==> config.mk <==
export PLATFORM = sky130hd
export DESIGN_NAME = ixd_dispatch
export DESIGN_NICKNAME = d
export VERILOG_FILES = /design/src/rtl/ixd_pkg.sv /design/src/rtl/ixd_limit_chk.sv /design/src/rtl/ixd_classify.sv /design/src/rtl/ixd_dispatch.sv
export SDC_FILE = /design/constraint.sdc
export NUM_CORES = 1
export LEC_CHECK = 0
export BUFFER_PORTS_ARGS = -buffer_cell sky130_fd_sc_hd__clkbuf_2
export CORE_MARGIN = 10
export CORE_UTILIZATION = 40
export CTS_CLUSTER_SIZE = 12
export DETAILED_ROUTE_END_ITERATION = 7
export PLACE_DENSITY_LB_ADDON = 0.25
export SETUP_SLACK_MARGIN = 0.1
export SYNTH_ARGS = -nofsm -noshare
export SYNTH_HDL_FRONTEND = slang
export SYNTH_SLANG_ARGS = --single-unit
==> constraint.sdc <==
create_clock -name clk -period 2.2 [get_ports clk]
set_input_delay 0.44 -clock clk [delete_from_list [all_inputs] [get_ports clk]]
set_output_delay 0.44 -clock clk [all_outputs]
set_load 0.05 [all_outputs]
==> src/rtl/ixd_pkg.sv <==
`timescale 1ns/1ps
package ixd_pkg;
  typedef enum logic [1:0] {
    ST_FIRST  = 2'd0,
    ST_DOUBLE = 2'd1,
    ST_SHUT   = 2'd2
  } disp_status_e;

  typedef enum logic [1:0] {
    K_TRAP  = 2'd0,
    K_FAULT = 2'd1,
    K_ABORT = 2'd2
  } event_kind_e;

  typedef enum logic [1:0] {
    S_IDLE = 2'd0,
    S_HOLD = 2'd1,
    S_HALT = 2'd2
  } ctl_state_e;

  localparam logic [1:0] CLS_EXCEPTION = 2'b10;
endpackage

==> src/rtl/ixd_limit_chk.sv <==
`timescale 1ns/1ps
module ixd_limit_chk #(
  parameter int VEC_W = 8,
  parameter int LIM_W = 16,
  parameter int SHIFT = 3
) (
  input  logic [VEC_W-1:0] vector,
  input  logic [LIM_W-1:0] limit,
  output logic             fits
);
  localparam int ENTRY_W = VEC_W + SHIFT;
  localparam int EXT_W   = (ENTRY_W > LIM_W) ? ENTRY_W + 1 : LIM_W + 1;

  logic [EXT_W-1:0] last_byte;
  logic [EXT_W-1:0] limit_x;

  // last byte of the gate entry must lie inside the table
  always_comb begin
    last_byte = EXT_W'({vector, {SHIFT{1'b1}}});
    limit_x   = EXT_W'(limit);
    fits      = (last_byte <= limit_x);
  end
endmodule

==> src/rtl/ixd_classify.sv <==
`timescale 1ns/1ps
module ixd_classify
  import ixd_pkg::*;
#(
  parameter int VEC_W = 8
) (
  input  logic [VEC_W-1:0] vector,
  input  logic [1:0]       src_class,
  input  logic             code_bp,
  input  logic             prot_mode,
  output logic             push_err,
  output logic             restart,
  output logic             is_abort
);
  event_kind_e kind;
  logic        code_vec;
  logic        is_exc;

  always_comb begin
    is_exc = src_class[1];
    case (int'(vector))
      1:       kind = code_bp ? K_FAULT : K_TRAP;
      2, 3, 4: kind = K_TRAP;
      8, 18:   kind = K_ABORT;
      default: kind = K_FAULT;
    endcase
    if (!is_exc) kind = K_TRAP;

    case (int'(vector))
      8, 10, 11, 12, 13, 14, 17: code_vec = 1'b1;
      default:                   code_vec = 1'b0;
    endcase

    push_err = is_exc && code_vec && prot_mode;
    restart  = (kind == K_FAULT);
    is_abort = (kind == K_ABORT);
  end
endmodule

==> src/rtl/ixd_dispatch.sv <==
`timescale 1ns/1ps
module ixd_dispatch
  import ixd_pkg::*;
#(
  parameter int VEC_W  = 8,
  parameter int LIM_W  = 16,
  parameter int ERR_W  = 16,
  parameter int SHIFT  = 3,
  parameter int DF_VEC = 8
) (
  input  logic             clk,
  input  logic             rst_n,
  input  logic [LIM_W-1:0] idt_limit,
  input  logic             prot_mode,
  input  logic             req_valid,
  output logic             req_ready,
  input  logic [VEC_W-1:0] req_vector,
  input  logic [1:0]       req_class,
  input  logic             req_code_bp,
  input  logic [ERR_W-1:0] req_err_code,
  output logic             disp_valid,
  input  logic             disp_ready,
  output logic [VEC_W-1:0] disp_vector,
  output logic             disp_push_err,
  output logic [ERR_W-1:0] disp_err_code,
  output logic             disp_restart,
  output logic [1:0]       disp_status,
  output logic             shutdown_strobe
);
  localparam int NCAND = 2;  // 0: request as given, 1: double-fault replacement
  localparam logic [VEC_W-1:0] DF_V = VEC_W'(DF_VEC);

  logic [VEC_W-1:0] cand_vec   [NCAND];
  logic [1:0]       cand_cls   [NCAND];
  logic             cand_bp    [NCAND];
  logic             cand_fits  [NCAND];
  logic             cand_push  [NCAND];
  logic             cand_rst   [NCAND];
  logic             cand_abort [NCAND];

  for (genvar g = 0; g < NCAND; g++) begin : g_cand
    if (g == 0) begin : g_req
      assign cand_vec[g] = req_vector;
      assign cand_cls[g] = req_class;
      assign cand_bp[g]  = req_code_bp;
    end else begin : g_df
      assign cand_vec[g] = DF_V;
      assign cand_cls[g] = CLS_EXCEPTION;
      assign cand_bp[g]  = 1'b0;
    end

    ixd_limit_chk #(.VEC_W(VEC_W), .LIM_W(LIM_W), .SHIFT(SHIFT)) u_chk (
      .vector (cand_vec[g]),
      .limit  (idt_limit),
      .fits   (cand_fits[g])
    );

    ixd_classify #(.VEC_W(VEC_W)) u_cls (
      .vector    (cand_vec[g]),
      .src_class (cand_cls[g]),
      .code_bp   (cand_bp[g]),
      .prot_mode (prot_mode),
      .push_err  (cand_push[g]),
      .restart   (cand_rst[g]),
      .is_abort  (cand_abort[g])
    );
  end

  ctl_state_e state;
  logic       accept;
  logic       pm_q;
  int         pick;

  assign req_ready  = (state == S_IDLE);
  assign disp_valid = (state == S_HOLD);
  assign accept     = req_valid && req_ready;

  always_comb begin
    pick = cand_fits[0] ? 0 : 1;
  end

  always_ff @(posedge clk) begin
    if (!rst_n) begin
      state           <= S_IDLE;
      disp_vector     <= '0;
      disp_push_err   <= 1'b0;
      disp_err_code   <= '0;
      disp_restart    <= 1'b0;
      disp_status     <= ST_FIRST;
      shutdown_strobe <= 1'b0;
      pm_q            <= 1'b0;
    end else begin
      shutdown_strobe <= 1'b0;
      case (state)
        S_IDLE: if (accept) begin
          if (cand_fits[0] || cand_fits[1]) begin
            state         <= S_HOLD;
            pm_q          <= prot_mode;
            disp_vector   <= cand_vec[pick];
            disp_push_err <= cand_push[pick];
            disp_restart  <= cand_rst[pick];
            disp_err_code <= (cand_push[pick] && !cand_abort[pick]) ? req_err_code : '0;
            disp_status   <= cand_fits[0] ? ST_FIRST : ST_DOUBLE;
          end else begin
            state           <= S_HALT;
            disp_status     <= ST_SHUT;
            shutdown_strobe <= 1'b1;
          end
        end
        S_HOLD: if (disp_ready) state <= S_IDLE;
        default: state <= S_HALT;
      endcase
    end
  end

  // result held under back-pressure
  p_hold_stable_r1: assert property (@(posedge clk) disable iff (!rst_n)
    (disp_valid && !disp_ready) |=> (disp_valid && $stable(disp_vector)
      && $stable(disp_err_code) && $stable(disp_push_err) && $stable(disp_restart)));

  // a double-fault status always carries the double-fault vector as an abort
  p_double_vec_r3: assert property (@(posedge clk) disable iff (!rst_n)
    (disp_valid && disp_status == ST_DOUBLE) |-> (disp_vector == DF_V && !disp_restart));

  // shutdown strobe lasts one cycle
  p_strobe_pulse_r4: assert property (@(posedge clk) disable iff (!rst_n)
    shutdown_strobe |=> !shutdown_strobe);

  // nothing is taken or presented after shutdown
  p_halt_quiet_r5: assert property (@(posedge clk) disable iff (!rst_n)
    (disp_status == ST_SHUT) |-> (!req_ready && !disp_valid));

  // real mode never pushes an error code
  p_real_nopush_r7: assert property (@(posedge clk) disable iff (!rst_n)
    (disp_valid && !pm_q) |-> (!disp_push_err && disp_err_code == '0));

  // double-fault vector pushes zero
  p_abort_zero_r6: assert property (@(posedge clk) disable iff (!rst_n)
    (disp_valid && disp_vector == DF_V) |-> (disp_err_code == '0));
endmodule

; Word-level counts from Yosys, hierarchy flattened
; Cells that the tools add are included.
[word_totals]
romBits = 0
latchBits = 0
word_cells = 67
in_bits = 48
mem_count = 0
register_bits = 31
mem_bits_rw = 0
[op_classes]
n_reduce_logical = 14
div = 0
shifts = 0
n_bitwise = 1
n_eq_ne = 17
magnitude_cmp = 3
n_addsub = 0
muxes = 25
multipliers = 0
[ops]
columns = cell, n
row1 = $eq A8 B4 Y1 const B, 6
row2 = $ge A32 B2 Y1 const B, 1
row3 = $not A1 Y32, 1
row4 = $mux W8, 3
row5 = $eq A8 B2 Y1 const B, 2
row6 = $eq A8 B5 Y1 const B, 2
row7 = $le A11 B16 Y1, 1
row8 = $le A7 B16 Y1 const A, 1
row9 = $mux W16, 1
row10 = $mux W1, 14
row11 = $mux W2, 5
row12 = $eq A8 B1 Y1 const B, 1
row13 = $eq A8 B3 Y1 const B, 1
row14 = $reduce_or A7 Y1, 1
row15 = $pmux W2 S3, 1
row16 = $reduce_and A3 Y1, 2
row17 = $eq A2 B1 Y1 const B, 2
row18 = $logic_and A1 B1 Y1, 4
row19 = $ne A2 B1 Y1 const B, 2
row20 = $pmux W2 S2, 1
row21 = $reduce_and A2 Y1, 2
row22 = $reduce_or A3 Y1, 1
row23 = $eq A2 B2 Y1 const B, 1
row24 = $logic_not A2 Y1, 1
row25 = 3 further kinds, 3

; Depth between registers and ports, before layout
[logic_depth]
ltp_word = 11
depth_mapped = 10
mapped_depth_nobuf = 8

; Cells and area by module
; Synthesis repeated with hierarchy kept, for this count alone.
[hier_totals]
hier_cells = 206
hier_area_um2 = 1873.0
[by_module_without_submodules]
columns = module, area_each_um2, seq_area_each_um2, instances, cells_each
row1 = ixd_dispatch, 1119.8, 620.6, 1, 96
row2 = ixd_limit_chk, 234.0, 0.0, 2, 31
row3 = ixd_classify, 142.6, 0.0, 2, 24

; Worst setup path before layout
; Ideal clock, no wire load.
[synth_path]
path_kind = flip-flop to flip-flop
startpoint = register state[1]
endpoint = register disp_err_code[0]
stages_incl_launch_ff = 8
arrival_ns = 2.210
path_slack_ns = -0.072
synth_period_minus_slack_ns = 2.272
t_required_ns = 2.139
path_cell_list = dfxtp_1 nor2_1 and2_2 and3_1 nand4b_1 nor3_4 buf_4 a32o_1
[synth_via]
elab_chain_len = 3
[synth_lines]
columns = item, line_no
row1 = "start, declared", ixd_dispatch.sv:69  ; ctl_state_e state;
row2 = "start signal, assigned", ixd_dispatch.sv:84  ; state <= S_IDLE;
row3 = "start signal, assigned", ixd_dispatch.sv:97  ; state <= S_HOLD;
row4 = "start signal, assigned", ixd_dispatch.sv:105  ; state <= S_HALT;
row5 = $logic_not A2 Y1 (*), ixd_dispatch.sv:74  ; assign req_ready = (state == S_IDLE);
row6 = net req_ready, ixd_dispatch.sv:16  ; output logic req_ready,
row7 = $logic_and A1 B1 Y1, ixd_dispatch.sv:76  ; assign accept = req_valid && req_ready;
row8 = $reduce_and A3 Y1 (no line) (*), n/a
row9 = "end signal, assigned", ixd_dispatch.sv:102  ; disp_err_code <= (cand_push[pick] && !cand_abort[pick]) ? req_err_code : '0;
row10 = "end, declared", ixd_dispatch.sv:25  ; output logic [ERR_W-1:0] disp_err_code,
; The timed path passes the listed nets; every way through them passes the cells marked *.
; A chain may end at the register's enable or synchronous reset.

; Worst setup path after layout
[layout_path]
startpoint = input idt_limit[7]
endpoint = register disp_err_code[7]
[layout_via]
elab_chain_len = 9
elab_cells_between_ends = 15
cone_classes = order compare: 2 / mux: 8 / bitwise: 1 / reduce/logical: 4
[layout_lines]
columns = item, line_no
row1 = "start, declared", ixd_dispatch.sv:13  ; input logic [LIM_W-1:0] idt_limit,
row2 = $le A11 B16 Y1, ixd_limit_chk.sv:21  ; fits = (last_byte <= limit_x);
row3 = $mux W1, ixd_dispatch.sv:79  ; pick = cand_fits[0] ? 0 : 1;
row4 = $not A1 Y32 (not written as such), ixd_dispatch.sv:102
row5 = $mux W1 (not written as such) (3 in series), ixd_dispatch.sv:102
row6 = $logic_not A1 Y1, ixd_dispatch.sv:102
row7 = $logic_and A1 B1 Y1, ixd_dispatch.sv:102
row8 = $mux W16, ixd_dispatch.sv:102
; Several ways; a longest one is shown, not always the timed one. The select of a mux whose other input is x is not followed.

==> metrics <==
outcome complete, no violations; reg-to-reg startpoint state[1]; placed cell count approximately 280; share of the synthesized area in the top cell type 0.421; area leader, netlist dfxtp_1; Mapped Area around 0.0015 mm2; crit path cell chain clkbuf_2, inv_1, ha_1, a21oi_1, o221ai_1, o211ai_2, buf_6, o21ai_2, buf_4, a32o_1; CP max stage delay 310 ps; Fin Hold WS between 300 and 400 ps; remaining design rule violation count 0; syn_area_per_cell ~10 um2; Syn Inst Count 148; count leader, synth dfxtp_1; multi-input logic area between 700 and 800 um2; overall power approximately 1.3 mW; clock sinks 31; Hold Startpoint req_err_code[11]; # setup viols final 0; fraction of registers with async set/reset 0; critical path required time 2370 ps; Sw Share 0.280; Hold Path End disp_err_code[11]; library cells used by synthesis ~40; setup slack, reg-to-reg 590 ps; global-route wire length before repair a little under 7 mm; slew margin rel. 0.744; worst-path fanout max 17; fin crit share 0.892; CTS H-tree depth 2; Starting Density 0.409; P_int 0.959 mW; Worst Path Buf+Inv 4; Buffers on Ports 77; fillers between 300 and 400; pwr/cell area around 630 mW/mm2; Synth-to-Final Area Change 42.7%; sw power around 0.37 mW; final WL between 4 and 5 mm; Hold Path Class input port to flip-flop; layout cells sized above 1 0.458; TNS Setup 0 ps; cell count of the worst reg-to-reg path 7; CP endpoint kind flip-flop; Largest delay share family, worst path compound AO/OA/AOI/OAI gates; static leakage between 1 and 1.5 nW; Reg clk slew, reported paths 70 ps; Peak Freq ~0.5 GHz; vias approximately 1.5k; Clk pwr share 0.371; Util after Layout 0.584; maxcap violations 0; gr ovfl total 0; Worst-Margin Slew roughly 370 ps; Clock Tree Buf Depth 2; vias in the first global route roughly 1.5k; final setup skew between 2 and 2.5 ps; GRT Total Usage 0.130; Final min period 1960 ps; # IOs 79; Synth warnings 0; ys flop type dfxtp_1; CP startpoint kind input port; Peak supply drop 487 uV; die height 80.7 um; DRT Pass-1 Iters 4; Synth top cells by count 31 x dfxtp_1, 23 x a32o_1, 11 x inv_1; WS Path Type input port to flip-flop; drt first-iter violations 98; Core Area roughly 0.0036 mm2; RR Endpoint disp_err_code[13]; Worst Setup SP idt_limit[7]; Clock Latency Late Sink 270 ps; root buffer cell clkbuf_8; Final HPWL DP 3.43 mm; Antenna diodes 0; sequential element share of the synthesized area 0.421; CP Data Arrival Time around 2100 ps; CP max stage cell ha_1; placed cell area slightly below 0.002 mm2; pin count of the biggest net entering global routing 33; register area slightly above 600 um2; CTS buffer count 5; Core Rows 22; Avg WL per Cell ~15 um; initial antenna violation count 0; Fin. Hold Viols 0; die area about 0.0065 mm2; EDFF count, synth 0; Slew Viols, Final 0; Vias/cell between 5 and 6; sequential share of power 0.438; RSZ-0062 raised after global routing false; Final Non-Filler Cells 288; worst slack at placement -183 ps; Routed Antenna Nets 0; crit path setup slack, layout ~240 ps; gp weighted congestion 0.814; chip width slightly above 80 um; worst hold stages 2; final instance area about 0.0021 mm2; Synth Net Count between 200 and 250; Yosys reg bits 31; Hold Buf Count CTS 0; CTS tree done; Nets just under 300; combinational share of power 0.192; Synth area leaders dfxtp_1 42%, a32o_1 16%, ha_1 6.8%
## metal layers
metal  share of wire  track usage
met5               0            0
met4          0.0049       0.0363
met3            0.13       0.0706
met2            0.44        0.197
met1            0.42        0.155
## final cells by class
type | count | area share
clock buffers | 7 | 0.0458
multi-input cells | 98 | 0.363
repair buffers | 92 | 0.244
well taps | 48 | 0.0285
clock inverters | 1 | 0.00357
flip-flops and latches | 31 | 0.295
inverters | 11 | 0.0196
## how the worst max path moves through the flow
stage                   endpoint  slack, ps  depth (start not counted)
3_5_place_dp   disp_err_code[13]       -180                          9
4_1_cts        disp_err_code[13]        170                          8
5_1_grt           disp_vector[4]        110                         10
3_3_place_gp   disp_err_code[13]       -170                          9
6_report        disp_err_code[7]        240                         10
2_1_floorplan   disp_err_code[0]        100                          9
## registers in the layout, summed over array words and instances (netlist names)
| signal | cells |
|---|---|
| disp_err_code | 16 |
| disp_push_err | 1 |
| disp_restart | 1 |
| disp_status | 2 |
| disp_vector | 8 |
| shutdown_strobe | 1 |
| state | 2 |
## kinds of logic after synthesis
logic type,synth area share
and+or+nand+nor,0.182
AOI/OAI and AO/OA,0.266
buffers and inverters,0.0628
DFF,0.421
adders and majority gates,0.0679
## power by group through the flow
stage,Combinational (mW),Clock [mW],Sequential (mW)
after floorplan,0.108,0,0.640
after global placement,0.253,0,0.595
after detailed placement,0.254,0,0.595
after CTS,0.255,0.505,0.583
after global routing,0.283,0.524,0.584
final,0.255,0.494,0.583
## cell usage in the layout (no fill, tap or decap), types with 6 or more instances in the layout
master and n:
a21oi_1 6, nand3_1 7, dfxtp_1 31, nand2_1 7
clkbuf_8 7, inv_1 11, ha_1 8, a32o_1 23
buf_4 13, clkbuf_2 77, nor2_1 8
## what timing repair did
item                                    4_1_cts  5_1_grt
gates resized for setup                       0        1
endpoints found under the setup margin        1       20
setup buffers                                 0        1
pin swaps                                     1        3
Power figures use the tool's default switching activity.
